### src/rtl/pci_region_decoder.sv
module pci_region_decoder #(
  parameter int NREG  = 4,
  parameter int AW    = 32,
  parameter int THR_W = 3
) (
  input  logic              clk,
  input  logic              rst_n,
  input  logic              cfg_we,
  input  logic [((NREG>1)?$clog2(NREG):1)+1:0] cfg_addr,
  input  logic [AW-1:0]     cfg_wdata,
  input  logic              ap_valid,
  input  logic [AW-1:0]     ap_addr,
  input  logic [3:0]        ap_cmd,
  input  logic [3:0]        ap_be_n,
  output logic              dec_valid,
  output logic              dec_hit,
  output logic [((NREG>1)?$clog2(NREG):1)-1:0] dec_region,
  output logic [4:0]        dec_attr,
  output logic              dec_single,
  output logic [THR_W:0]    dec_fetch,
  output logic              dec_post
);
  localparam int RW = (NREG > 1) ? $clog2(NREG) : 1;
  localparam int FW = THR_W + 1;

  logic [AW-1:0]    base_q [NREG];
  logic [AW-1:0]    mask_q [NREG];
  logic [4:0]       attr_q [NREG];
  logic             ide_q;
  logic [THR_W-1:0] thr_q;

  logic [1:0]    cfg_field;
  logic [RW-1:0] cfg_idx;
  assign cfg_field = cfg_addr[1:0];
  assign cfg_idx   = cfg_addr[RW+1:2];

  always_ff @(posedge clk or negedge rst_n) begin
    if (!rst_n) begin
      for (int i = 0; i < NREG; i++) begin
        base_q[i] <= '0;
        mask_q[i] <= '0;
        attr_q[i] <= '0;
      end
      ide_q <= 1'b0;
      thr_q <= '0;
    end else if (cfg_we) begin
      if (cfg_field == 2'd3) begin
        ide_q <= cfg_wdata[0];
        thr_q <= cfg_wdata[THR_W:1];
      end else begin
        for (int i = 0; i < NREG; i++) begin
          if (cfg_idx == RW'(i)) begin
            if (cfg_field == 2'd0) base_q[i] <= cfg_wdata;
            if (cfg_field == 2'd1) mask_q[i] <= cfg_wdata;
            if (cfg_field == 2'd2) attr_q[i] <= cfg_wdata[4:0];
          end
        end
      end
    end
  end

  logic is_mem, is_io, is_rd, is_memwr;
  assign is_mem   = (ap_cmd == 4'b0110) || (ap_cmd == 4'b0111) || (ap_cmd == 4'b1100) ||
                    (ap_cmd == 4'b1110) || (ap_cmd == 4'b1111);
  assign is_io    = (ap_cmd == 4'b0010) || (ap_cmd == 4'b0011);
  assign is_rd    = (ap_cmd == 4'b0010) || (ap_cmd == 4'b0110) || (ap_cmd == 4'b1100) ||
                    (ap_cmd == 4'b1110);
  assign is_memwr = (ap_cmd == 4'b0111) || (ap_cmd == 4'b1111);

  logic [NREG-1:0] hitv;
  for (genvar g = 0; g < NREG; g++) begin : g_win
    assign hitv[g] = attr_q[g][0] && (attr_q[g][1] ? is_io : is_mem) &&
                     (((ap_addr ^ base_q[g]) & mask_q[g]) == '0);
  end

  logic [RW-1:0] sel;
  always_comb begin
    sel = '0;
    for (int i = NREG - 1; i >= 0; i--)
      if (hitv[i]) sel = RW'(i);
  end

  logic       any_hit, ide_case, eff_pf;
  logic [4:0] sel_attr;
  logic [FW-1:0] fetch_d;
  assign any_hit  = |hitv;
  assign sel_attr = any_hit ? attr_q[sel] : 5'd0;
  assign ide_case = ide_q && (ap_cmd == 4'b0010) && (ap_addr == AW'('h1F0)) && (ap_be_n == 4'b0000);
  assign eff_pf   = sel_attr[2] || ide_case;
  assign fetch_d  = !(any_hit && is_rd) ? '0 :
                    eff_pf ? (FW'(thr_q) + FW'(1)) : FW'(1);

  always_ff @(posedge clk or negedge rst_n) begin
    if (!rst_n) begin
      dec_valid  <= 1'b0;
      dec_hit    <= 1'b0;
      dec_region <= '0;
      dec_attr   <= '0;
      dec_single <= 1'b0;
      dec_fetch  <= '0;
      dec_post   <= 1'b0;
    end else begin
      dec_valid  <= ap_valid;
      dec_hit    <= ap_valid && any_hit;
      dec_region <= (ap_valid && any_hit) ? sel : '0;
      dec_attr   <= ap_valid ? sel_attr : '0;
      dec_single <= ap_valid && any_hit && is_rd && !eff_pf;
      dec_fetch  <= ap_valid ? fetch_d : '0;
      dec_post   <= ap_valid && any_hit && is_memwr && sel_attr[4];
    end
  end


  valid_follow_chk: assert property (@(posedge clk) disable iff (!rst_n)
    ap_valid |=> dec_valid);

  idle_quiet_chk: assert property (@(posedge clk) disable iff (!rst_n)
    !ap_valid |=> (!dec_valid && !dec_hit && !dec_post && dec_fetch == '0));

  hit_enabled_chk: assert property (@(posedge clk) disable iff (!rst_n)
    dec_hit |-> (dec_valid && dec_attr[0]));

  single_one_chk: assert property (@(posedge clk) disable iff (!rst_n)
    dec_single |-> (dec_hit && dec_fetch == FW'(1) && !dec_attr[2]));

  post_write_chk: assert property (@(posedge clk) disable iff (!rst_n)
    dec_post |-> (dec_hit && dec_attr[4] && !dec_attr[1] && dec_fetch == '0));

  miss_zero_chk: assert property (@(posedge clk) disable iff (!rst_n)
    !dec_hit |-> (dec_region == '0 && dec_attr == '0));
endmodule

### config.mk
export PLATFORM = sky130hd
export DESIGN_NAME = pci_region_decoder
export DESIGN_NICKNAME = d
export VERILOG_FILES = /design/src/rtl/pci_region_decoder.sv
export SDC_FILE = /design/constraint.sdc
export NUM_CORES = 1
export LEC_CHECK = 0
export BUFFER_PORTS_ARGS = -buffer_cell sky130_fd_sc_hd__buf_2
export CAP_MARGIN = 15
export CORE_MARGIN = 2
export CORE_UTILIZATION = 60
export CTS_CLUSTER_DIAMETER = 200
export DETAILED_ROUTE_END_ITERATION = 7
export PLACE_DENSITY = 0.79
export RECOVER_POWER = 100
export SETUP_SLACK_MARGIN = 0.4
export SLEW_MARGIN = 20
export SYNTH_ARGS = -nofsm -noshare
export SYNTH_HDL_FRONTEND = slang
export SYNTH_SLANG_ARGS = --single-unit
### constraint.sdc
create_clock -name clk -period 3.2 [get_ports clk]
set_clock_uncertainty 0.05 [all_clocks]
set_input_delay 0.32 -clock clk [delete_from_list [all_inputs] [get_ports clk]]
set_output_delay 0.32 -clock clk [all_outputs]
set_load 0.03 [all_outputs]
==> results by stage <==
Worst hold path:
- The path class of the tightest hold or removal check is input pin to flip-flop.

Synth:
- The xor/xnor cell area share of the yosys netlist is 8.49%.
- The synthesized design contains 0 enable-type register cells.
- The multiplexer fraction of the synthesized cell area is 24.3%.
- The yosys synthesis warning count is 0.
- Counting flops and latches in the post-synthesis netlist gives 295.
- In this run, distinct cell masters in the synthesized netlist total 50.
- Of the total synthesized cell area, the portion taken by AND, OR, NAND and NOR gates is 4.38%.
- A synthesized cell averages 13.8 µm².
- The synthesized netlist devotes 5.28% of its cell area to compound gates.
- The cell area that synthesis handed to floorplanning was 0.0133 mm².
- The arithmetic-cell share of the synthesized area counting full adders, half adders and majority gates is 0.0941%.
- The portion of the post-synthesis area used by sequential elements is 55.5%.
- Of all flip-flops after synthesis, the portion carrying an async set or reset was 100%.
- Counting every instance in the synthesized netlist gives 967.
- The dominant combinational cell family by area after synthesis is multiplexers.
- The number of nets in the synthesized netlist is 1048.
- In the synthesized netlist the dominant register cell turns out to be dfrtp_1.

Global route:
- The first global-routing pass estimated 50500 µm of wire.
- The number of global-route vias before repair is 8495.
- The total overflow left after global routing is 0.
- For this run, the total global-route usage over all layers was measured as 28.1%.
- The number of antenna violations at the first check in global routing is 0.
- The largest net degree at the start of global routing is 99.

Pwr:
- The maximum resistive drop on vdd is 0.484 mV.
- The power per cell area is 710 mW/mm².
- For this design the static power due to leakage is 6.87 nW.

Clocking:
- The clock drives 295 sinks.
- The tree is rooted in a clkbuf_16.
- After clock tree synthesis, the clock-pin slew on the worst setup and hold paths is 60 ps.
- The maximum number of buffers from clock root to sink is 3.
- The clock latency on the worst-skew pair is 560 ps.
- The deepest level of the CTS H-tree is 1.
- TritonCTS built the clock tree.
- Clock tree synthesis inserted a total of 30 buffers.

Route:
- After detailed routing, the number of remaining DRC violations is 0.
- The initial DRC count is 687.
- The count of nets left with antenna violations once routing finished came out at 0.
- Detailed routing inserted a total of 8265 vias.
- The ratio of routed vias to standard cells is 6.13.
- Before antenna repair, the detailed router went through 5 iterations.
- After detailed routing, the average wire length per cell comes to 24.3 µm.
- For this block, the routed nets add up to 32700 µm of wire.

Placement:
- The number of port buffers is 94.
- Routability-driven placement finished with a final weighted congestion of 0.935.
- The post-detailed-placement half-perimeter wirelength is 22500 µm.
- After detailed placement, the design holds a cell count of 1292.

Critical path:
- The worst setup path is of the flip-flop to flip-flop kind.
- In this run the worst path has a maximum fanout of 7.
- The required time of the worst setup path is 3610 ps.
- STA puts the critical path data arrival time at 3330 ps.
- For this design, the slowest cell found on the critical path is or3_1.
- The worst setup path is launched from a flip-flop.
- Grouping stages by cell kind, the critical path spends the most delay in simple AND/OR/NAND/NOR gates.
- The signal on the critical path passes through xor2_1 > a22oi_1 > nand4_1 > nor4_4 > a32oi_1 > a31o_1 > or3_1 > nor3_2.
- The buffering stage count on the worst path with inverters included is 0.
- The type of element capturing the critical path is a flip-flop.
- The biggest cell delay along the critical path is 460 ps.

Floorplan:
- In this run the vertical extent of the chip is 153 µm.
- The region available for standard cell placement spans 0.0218 mm².
- The total number of placement rows is 54.
- The die covers 0.0234 mm².
- The number of I/O pins is 95.
- Once the floorplan was initialized, standard cells occupied 61.0% of the core.
- The die is 153 µm wide.

Flow run:
- The reported max-cap violation count is 8.

Timing:
- The final number of hold-violating endpoints came to 0.
- The part of the cycle the worst path needs is 91.2%.
- The smallest clock period supported by the final layout is computed as 2920 ps.
- The achievable clock frequency is 343 MHz.
- After routing, the total negative slack on setup checks comes to 0 ps.
- The final count of pins violating max slew is 292.
- Setup repair after global routing left no endpoint under its margin.
- Measured against its own limit, the worst slew margin works out to -56.4%.
- At the pin with the least slew margin, the transition time is 2350 ps.
- Setup violations remaining at the end of the flow were counted as 0.

Cells and area:
- Of the cells placed in the final design, the portion with a size suffix greater than 1 is 37.1%.
- For this run, the number of standard cells in the final layout without fillers is 1348.
- The area occupied by registers is 0.00738 mm².
- The number of nets in the layout is 1128.
- The repair_antennas step left the layout with diodes totalling 0.
- The area growth from synthesis to layout is 13.3%.
- The number of fill cells in the layout is 1591.
- The area taken by multi-input logic gates is 0.00568 mm².

Outcome:
- The checks that failed: capacitance limit, slew limit.
- The flow ran to the end, but the final reports show violations.
what timing repair did:
| item | 4_1_cts | 5_1_grt |
|---|---|---|
| setup endpoints to repair | 4 | 5 |
| hold buffers | 2 | 0 |
| buffers inserted | 0 | 1 |
| pin swaps | 0 | 3 |
| hold endpoints to repair | 93 | 0 |
| resized for setup | 2 | 4 |
per-stage QoR:
stage	power, W	hold slack [ps]	instance area, µm²	setup slack, ps	util, %
finish	0.0107	51.5	15100	281	69.0
global route	0.0111	51.9	15100	206	69.0
CTS	0.0107	36.4	15100	412	69.4
detailed placement	0.00709	368	14100	213	64.6
global placement	0.00699	371	14100	270	64.6
floorplan	0.00636	-25.6	13300	554	-
kinds of logic after synthesis:
group / Yosys count
mux: 288
flops: 295
buf+inv: 69
compound gates: 86
xor+xnor: 129
fa+ha+maj: 1
simple gates: 99
sequential cells by signal, summed over array words and instances (netlist names):
name	cells
attr_q	20
base_q	128
ide_q	1
dec_single	1
dec_fetch	4
mask_q	128
dec_attr	5
dec_hit	1
dec_post	1
thr_q	3
dec_region	2
dec_valid	1
final timing paths:
| path | startpoint | to | slack [ps] | cells after the start |
|---|---|---|---|---|
| max reg2reg | base_q[14] | dec_fetch[3] | 280 | 8 |
| min reg2reg | mask_q[97] | mask_q[97] | 440 | 1 |
| min in group asynchronous | rst_n | base_q[89] | 960 | 2 |
| max in group asynchronous | rst_n | mask_q[6] | 650 | 3 |
| min | cfg_wdata[15] | mask_q[111] | 50 | 2 |
| max | base_q[14] | dec_fetch[3] | 280 | 8 |
synth_stat cells, types with 4 or more instances:
library cell	n	share of area, %
a221oi_1	9	0.59
a22o_1	7	0.46
a22oi_1	46	2.6
and3_1	8	0.38
buf_1	15	0.42
clkbuf_1	50	1.4
dfrtp_1	295	55
mux2_1	34	2.9
mux2_2	246	21
mux2i_1	8	0.60
nand2_1	18	0.51
nand3_1	9	0.34
nand4_1	12	0.56
nor2_1	17	0.48
nor4_1	4	0.19
o21a_1	5	0.28
or3_1	4	0.19
or4_1	4	0.23
xor2_1	128	8.4
metal layers:
metal / up-vias / track usage, % / share of wire (%)
met2: 245 / 44.8 / 47
met4: 0 / 8.82 / 3.0
met3: 63 / 5.33 / 6.2
li1: 3624 / - / -
met1: 4333 / 39.7 / 43
met5: - / 0 / 0
report_power, final:
group / switching (W) / internal (W) / total [W]
combinational: 0.000989 / 0.00103 / 0.00202
clock: 0.00143 / 0.00218 / 0.00361
sequential: 0.000503 / 0.00456 / 0.00506
total: 0.00293 / 0.00776 / 0.0107
cells in the final DEF (no fill, tap or decap), types with 5 or more instances in the layout:
master,count
and3_1,7
clkbuf_16,30
a22o_1,7
buf_2,77
clkbuf_8,6
o21a_1,5
nand4_1,12
a221oi_1,7
mux2_2,245
dfrtp_1,295
mux2_1,35
nor2_1,15
mux2i_1,8
xor2_1,128
clkbuf_1,30
a22oi_1,43
or3_1,5
clkinv_2,6
nand3_1,9
nand2_1,18
cell type report:
| type | instances | share of cell area (%) |
|---|---|---|
| inverter | 4 | 0.0997 |
| clock buffer | 41 | 5.66 |
| timing repair buffer | 113 | 4.08 |
| tap | 280 | 2.33 |
| clock inverter | 12 | 1.15 |
| multi-input combinational | 603 | 37.7 |
| sequential | 295 | 49.0 |
(Power assumes the default switching activity.)
